### src/rtl/mcl_pkg.sv
package mcl_pkg;
  localparam int ADDR_W = 2;
  localparam int DATA_W = 8;
  localparam int NUM_IN = 2;   // index 0 = RI, 1 = DSR

  localparam logic [ADDR_W-1:0] A_OUT  = 2'd0;
  localparam logic [ADDR_W-1:0] A_IN   = 2'd1;
  localparam logic [ADDR_W-1:0] A_STAT = 2'd2;
  localparam logic [ADDR_W-1:0] A_IEN  = 2'd3;

  localparam int B_RTS   = 3;
  localparam int B_DTR   = 2;
  localparam int B_ROUTE = 7;
  localparam int B_FLAG0 = 4;

  typedef enum logic [1:0] {
    MODE_DEFAULT = 2'b00,
    MODE_ALT1    = 2'b01,
    MODE_ALT2    = 2'b10,
    MODE_ALT3    = 2'b11
  } mode_e;
endpackage

### src/rtl/mcl_sync.sv
module mcl_sync #(
  parameter int WIDTH  = 2,
  parameter int STAGES = 2
) (
  input  logic             clk,
  input  logic             rst_n,
  input  logic [WIDTH-1:0] d,
  output logic [WIDTH-1:0] q
);
  logic [WIDTH-1:0] stage_q [STAGES];

  genvar s;
  generate
    for (s = 0; s < STAGES; s++) begin : g_stage
      always_ff @(posedge clk or negedge rst_n) begin
        if (!rst_n) stage_q[s] <= '0;
        else if (s == 0) stage_q[s] <= d;
        else stage_q[s] <= stage_q[(s == 0) ? 0 : s-1];
      end
    end
  endgenerate

  assign q = stage_q[STAGES-1];
endmodule

### src/rtl/mcl_chg_detect.sv
module mcl_chg_detect #(
  parameter int WIDTH = 2
) (
  input  logic             clk,
  input  logic             rst_n,
  input  logic [WIDTH-1:0] lvl,
  input  logic [WIDTH-1:0] clr,
  output logic [WIDTH-1:0] flags
);
  logic [WIDTH-1:0] prev_q, prev_d;
  logic [WIDTH-1:0] flag_q, flag_d;
  logic [WIDTH-1:0] hit;

  assign hit = lvl ^ prev_q;

  genvar i;
  generate
    for (i = 0; i < WIDTH; i++) begin : g_flag
      always_comb begin
        // a new edge takes priority over a clear in the same cycle
        if (hit[i])      flag_d[i] = 1'b1;
        else if (clr[i]) flag_d[i] = 1'b0;
        else             flag_d[i] = flag_q[i];
      end
    end
  endgenerate

  assign prev_d = lvl;

  always_ff @(posedge clk or negedge rst_n) begin
    if (!rst_n) begin
      prev_q <= '0;
      flag_q <= '0;
    end else begin
      prev_q <= prev_d;
      flag_q <= flag_d;
    end
  end

  assign flags = flag_q;
endmodule

### src/rtl/mcl_outdrv.sv
module mcl_outdrv (
  input  logic [1:0] mode_sel,
  input  logic       rts_bit,
  input  logic       dtr_bit,
  input  logic       route_en,
  input  logic       ri_pin,
  output logic       rts_n,
  output logic       dtr_n,
  output logic       gout
);
  import mcl_pkg::*;
  logic drive_en;

  assign drive_en = (mode_e'(mode_sel) != MODE_DEFAULT);

  always_comb begin
    if (drive_en) begin
      rts_n = ~rts_bit;
      dtr_n = ~dtr_bit;
    end else begin
      rts_n = 1'b1;
      dtr_n = 1'b1;
    end
    gout = route_en & ri_pin;
  end
endmodule

### src/rtl/mcl_port.sv
module mcl_port
  import mcl_pkg::*;
#(
  parameter int SYNC_STAGES = 2
) (
  input  logic              clk,
  input  logic              rst_n,
  input  logic [1:0]        mode_sel,
  input  logic [ADDR_W-1:0] bus_addr,
  input  logic              bus_wen,
  input  logic [DATA_W-1:0] bus_wdata,
  output logic [DATA_W-1:0] bus_rdata,
  input  logic              dsr,
  input  logic              ri,
  output logic              rts_n,
  output logic              dtr_n,
  output logic              gout,
  output logic              irq
);
  localparam int OUT_BITS = 4;

  logic [OUT_BITS-1:0] out_q, out_d;
  logic                route_q, route_d;
  logic [NUM_IN-1:0]   ien_q, ien_d;
  logic [NUM_IN-1:0]   pins;
  logic [NUM_IN-1:0]   lvl_sync;
  logic [NUM_IN-1:0]   chg_flags;
  logic [NUM_IN-1:0]   clr_mask;
  logic                wr_out, wr_in, wr_stat, wr_ien;
  logic                unused_wbit;

  assign pins = {dsr, ri};

  assign wr_out  = bus_wen && (bus_addr == A_OUT);
  assign wr_in   = bus_wen && (bus_addr == A_IN);
  assign wr_stat = bus_wen && (bus_addr == A_STAT);
  assign wr_ien  = bus_wen && (bus_addr == A_IEN);

  assign unused_wbit = bus_wdata[6];

  always_comb begin
    out_d   = out_q;
    route_d = route_q;
    ien_d   = ien_q;
    if (wr_out) out_d   = bus_wdata[OUT_BITS-1:0];
    if (wr_in)  route_d = bus_wdata[B_ROUTE];
    if (wr_ien) ien_d   = bus_wdata[NUM_IN-1:0];
  end

  always_ff @(posedge clk or negedge rst_n) begin
    if (!rst_n) begin
      out_q   <= '0;
      route_q <= 1'b0;
      ien_q   <= '0;
    end else begin
      out_q   <= out_d;
      route_q <= route_d;
      ien_q   <= ien_d;
    end
  end

  assign clr_mask = wr_stat ? bus_wdata[B_FLAG0 +: NUM_IN] : '0;

  mcl_sync #(.WIDTH(NUM_IN), .STAGES(SYNC_STAGES)) sync_i (
    .clk(clk), .rst_n(rst_n), .d(pins), .q(lvl_sync)
  );

  mcl_chg_detect #(.WIDTH(NUM_IN)) chg_i (
    .clk(clk), .rst_n(rst_n), .lvl(lvl_sync), .clr(clr_mask), .flags(chg_flags)
  );

  mcl_outdrv drv_i (
    .mode_sel(mode_sel), .rts_bit(out_q[B_RTS]), .dtr_bit(out_q[B_DTR]),
    .route_en(route_q), .ri_pin(ri),
    .rts_n(rts_n), .dtr_n(dtr_n), .gout(gout)
  );

  assign irq = |(chg_flags & ien_q);

  always_comb begin
    bus_rdata = '0;
    unique case (bus_addr)
      A_OUT:  bus_rdata[OUT_BITS-1:0] = out_q;
      A_IN: begin
        bus_rdata[NUM_IN-1:0] = pins;
        bus_rdata[B_ROUTE]    = route_q;
      end
      A_STAT: begin
        bus_rdata[NUM_IN-1:0]       = lvl_sync;
        bus_rdata[B_FLAG0 +: NUM_IN] = chg_flags;
      end
      A_IEN:  bus_rdata[NUM_IN-1:0] = ien_q;
      default: bus_rdata = '0;
    endcase
  end
endmodule

### config.mk
export PLATFORM = sky130hd
export DESIGN_NAME = mcl_port
export DESIGN_NICKNAME = d
export VERILOG_FILES = /design/src/rtl/mcl_pkg.sv /design/src/rtl/mcl_sync.sv /design/src/rtl/mcl_chg_detect.sv /design/src/rtl/mcl_outdrv.sv /design/src/rtl/mcl_port.sv
export SDC_FILE = /design/constraint.sdc
export NUM_CORES = 1
export LEC_CHECK = 0
export BUFFER_PORTS_ARGS = -buffer_cell sky130_fd_sc_hd__buf_2
export CAP_MARGIN = 25
export CORE_MARGIN = 2
export CORE_UTILIZATION = 45
export CTS_CLUSTER_SIZE = 20
export DETAILED_ROUTE_END_ITERATION = 16
export GPL_TIMING_DRIVEN = 1
export HOLD_SLACK_MARGIN = 0.08
export PLACE_DENSITY_LB_ADDON = 0.3
export RECOVER_POWER = 25
export SYNTH_ARGS = -nofsm -noshare
export SYNTH_HDL_FRONTEND = slang
export SYNTH_SLANG_ARGS = --single-unit
### constraint.sdc
create_clock -name clk -period 1.34 [get_ports clk]
set_input_delay 0.201 -clock clk [delete_from_list [all_inputs] [get_ports clk]]
set_output_delay 0.201 -clock clk [all_outputs]
set_load 0.05 [all_outputs]
==> impl_metrics.yaml <==
synth:
  flops_latches_synth: 15
  ys_types: 19
  syn-mean-instance-area_um2: 15.2
  yosys_most_used_dff: "sky130_fd_sc_hd__dfrtp_1"
  synth.area.mux_share_pct: 20.4
  dominant_combinational_cell_family_by_area_after_synthesis: "multiplexers"
  post_synth_xor_xnor_area_pct: 2.50
  synth.net_count: 63
  async_flop_share_pct: 100
  yosys_warnings: 0
  synth_compound_area_share_pct: 4.82
  post_synth_instance_area_um2: 701
  syn-instance-count: 46
  post_synth_fa_ha_maj_area_fraction_pct: 0
  post_synth_and_or_nand_nor_area_fraction_pct: 14.5
  synth_enable_flop_cells: 0
  ys_seq_area_share_pct: 53.6
sta:
  max_clock_freq_mhz: 647
  timing.slew.headroom_pct: 47.9
  timing.clock.skew_ns: 0.00312
  setup_slack_ns: -0.205
  layout_min_cycle_time_ns: 1.54
  post-route-period-util_pct: 115
  slew_viol_final: 0
  finalSetupViolations: 3
  finalHoldViolations: 0
  worst_pin_slew_ns: 0.782
  unrepaired_setup_endpoints_after_global_routing: "yes"
layout:
  layout-drive-gt1-share_pct: 54.8
  final_cell_mix: "sky130_fd_sc_hd__buf_2 (19), sky130_fd_sc_hd__dfrtp_1 (15), sky130_fd_sc_hd__buf_4 (7)"
  flow.area_growth_from_synthesis_pct: 39.5
  layout_commonest_cell: "sky130_fd_sc_hd__buf_2"
  n_antenna_cell: 0
  finish.net_count: 102
  non_filler_cells_in_the_finished_layout: 100
status:
  failed_checks: "setup timing"
  outcome: "complete, but fails checks"
job:
  max_cap_check_violation_count: 0
placement:
  post-place-cells: 92
  pre_cts_slack_ns: -0.00649
  globalplace.congestion: 0.676
  final_hpwl_from_detailed_placement_um: 965
  numPortBuffers: 26
die:
  die_area_um2: 1890
  die_y_um: 43.5
  core.rowCount: 14
  starting_utilization_of_the_core_area_pct: 47.1
  io_pins: 29
  fp.dieW_um: 43.5
  core_um2: 1490
drt:
  vias_per_cell: 5.05
  drt.antenna.violating_nets: 0
  routed_wire_length_per_instance_um: 13.9
  drtPass1Iterations: 2
  drc: 0
  vias: 505
  postRouteWirelength_mm: 1.39
  drt-initial-drc-count: 2
setup_path:
  start_kind: "flop"
  critical_path.slowest_cell: "sky130_fd_sc_hd__mux4_2"
  timing.critical_path.fanout_max: 2
  worst-endpoint-arrival_ns: 1.34
  cp_num_buf_inv: 1
  timing.critical_path.cells: "mux4_2 -> buf_6"
  worst_path_largest_cell_delay_ns: 0.48
  path_delay_family: "multiplexers"
  timing_worst_setup_path_type: "flop to output port"
  required_ns: 1.14
  setup.worst_path.end_class: "output port"
cts:
  clock_insertion_delay_worst_skew_ns: 0.29
  path_clk_slew_ns: 0.09
  cts.sink_count: 15
  tritoncts: "yes"
  cts_buffers: 3
  cts.root.buffer_cell: "sky130_fd_sc_hd__clkbuf_4"
  htreeDepth: 1
  maximum_buffer_depth_of_the_clock_tree: 2
global_routing:
  maximum_number_of_pins_on_one_net_before_global_route_repair: 16
  top_usage_layer: "met2"
  grt.overflow.total: 0
  grt_util_met2_pct: 27.2
  grtUsageMet3_pct: 5.00
  grt_first_pass_wirelength_mm: 2.33
  vias_in_the_first_global_route: 489
  met1_usage_pct: 22.9
  initial_antenna_violation_count: 0
  globalRouteTotalUtil_pct: 17.7
pwr:
  total_power_per_unit_cell_area_nw_per_um2: 1260
  design_power_total_mw: 1.23
  cellLeakagePower_nw: 0.468
  irDropWorstVdd_mv: 0.747
worst_hold_path:
  worstHoldPathType: "input pin to flop"
## kinds of logic after synthesis
kind of cell              count (synthesis)
DFF                                      15
and+or+nand+nor                          11
muxes                                     9
AOI/OAI and AO/OA                         5
buffers and inverters                     3
xor gates and xnor gates                  2
other                                     1
## timing repair
action | in CTS | in global routing
endpoints found under the setup margin | 4 | 6
endpoints found under the hold margin | 17 | 0
resized for setup | 10 | 5
hold buffers | 3 | 0
pin swaps | 1 | 1
setup buffers | 0 | 1
cloned | 0 | 0
## Yosys cell counts, types with 2 or more instances
library cell	n	area, µm²
sky130_fd_sc_hd__buf_4	2	15.0
sky130_fd_sc_hd__nor3b_1	2	15.0
sky130_fd_sc_hd__mux2_1	3	33.8
sky130_fd_sc_hd__xor2_1	2	17.5
sky130_fd_sc_hd__mux2_4	4	60.1
sky130_fd_sc_hd__o21ai_0	2	10.0
sky130_fd_sc_hd__nand4b_1	2	17.5
sky130_fd_sc_hd__a21o_1	2	15.0
sky130_fd_sc_hd__dfrtp_1	15	375
sky130_fd_sc_hd__and3b_1	3	26.3
## worst register-to-register path, cell delays in order, from the launching register on
cell and delay [ns]:
sky130_fd_sc_hd__dfrtp_1 0.39, sky130_fd_sc_hd__buf_4 0.14, sky130_fd_sc_hd__buf_6 0.10, sky130_fd_sc_hd__mux2_1 0.28
## worst paths after layout
check	startpoint	end	slack (ns)	cells after the start
worst max register to register	ien_q[1]	ien_q[1]	0.32	3
max in group asynchronous	rst_n	chg_i.prev_q[1]	0.36	2
worst min-delay path	bus_wdata[7]	route_q	0.11	2
min in group asynchronous	rst_n	sync_i.stage_q[2]	0.49	2
worst max-delay path	ien_q[0]	bus_rdata[0]	-0.20	2
worst min register to register	sync_i.stage_q[3]	sync_i.q[1]	0.37	0
## layout make-up
type	count	area, µm²
Clock inverter	1	5.00
Tap cell	16	20.0
Fill cell	131	512
Timing Repair Buffer	37	249
Sequential cell	15	375
Clock buffer	3	22.5
Multi-Input combinational cell	28	305
## per-layer routing
metal / part of all wire, % / vias to the layer above
met5: 0 / -
met4: 1.7 / 0
met3: 6.1 / 3
met2: 48 / 19
met1: 44 / 242
li1: - / 241
## registers in the layout (all words and copies together) (netlist names)
name            flops
out_q               4
chg_i.flags         2
chg_i.prev_q        2
ien_q               2
sync_i.q            2
sync_i.stage_q      2
route_q             1
## where the power goes
group          switching, mW  internal, mW  leakage, nW
sequential            0.0330         0.504        0.171
combinational          0.241         0.191        0.279
clock                  0.152         0.111       0.0177
## stage by stage
step	hold WS (ns)	setup TNS (ns)	util [%]	cell area, µm²
floorplan	-0.0946	-0.729	-	701
global placement	0.118	-0.00336	58.9	877
detailed placement	0.119	-0.00649	58.9	877
CTS	0.115	-0.448	64.5	960
global route	0.115	-0.645	65.6	977
finish	0.113	-0.524	65.6	977
Power figures use the tool's default switching activity.
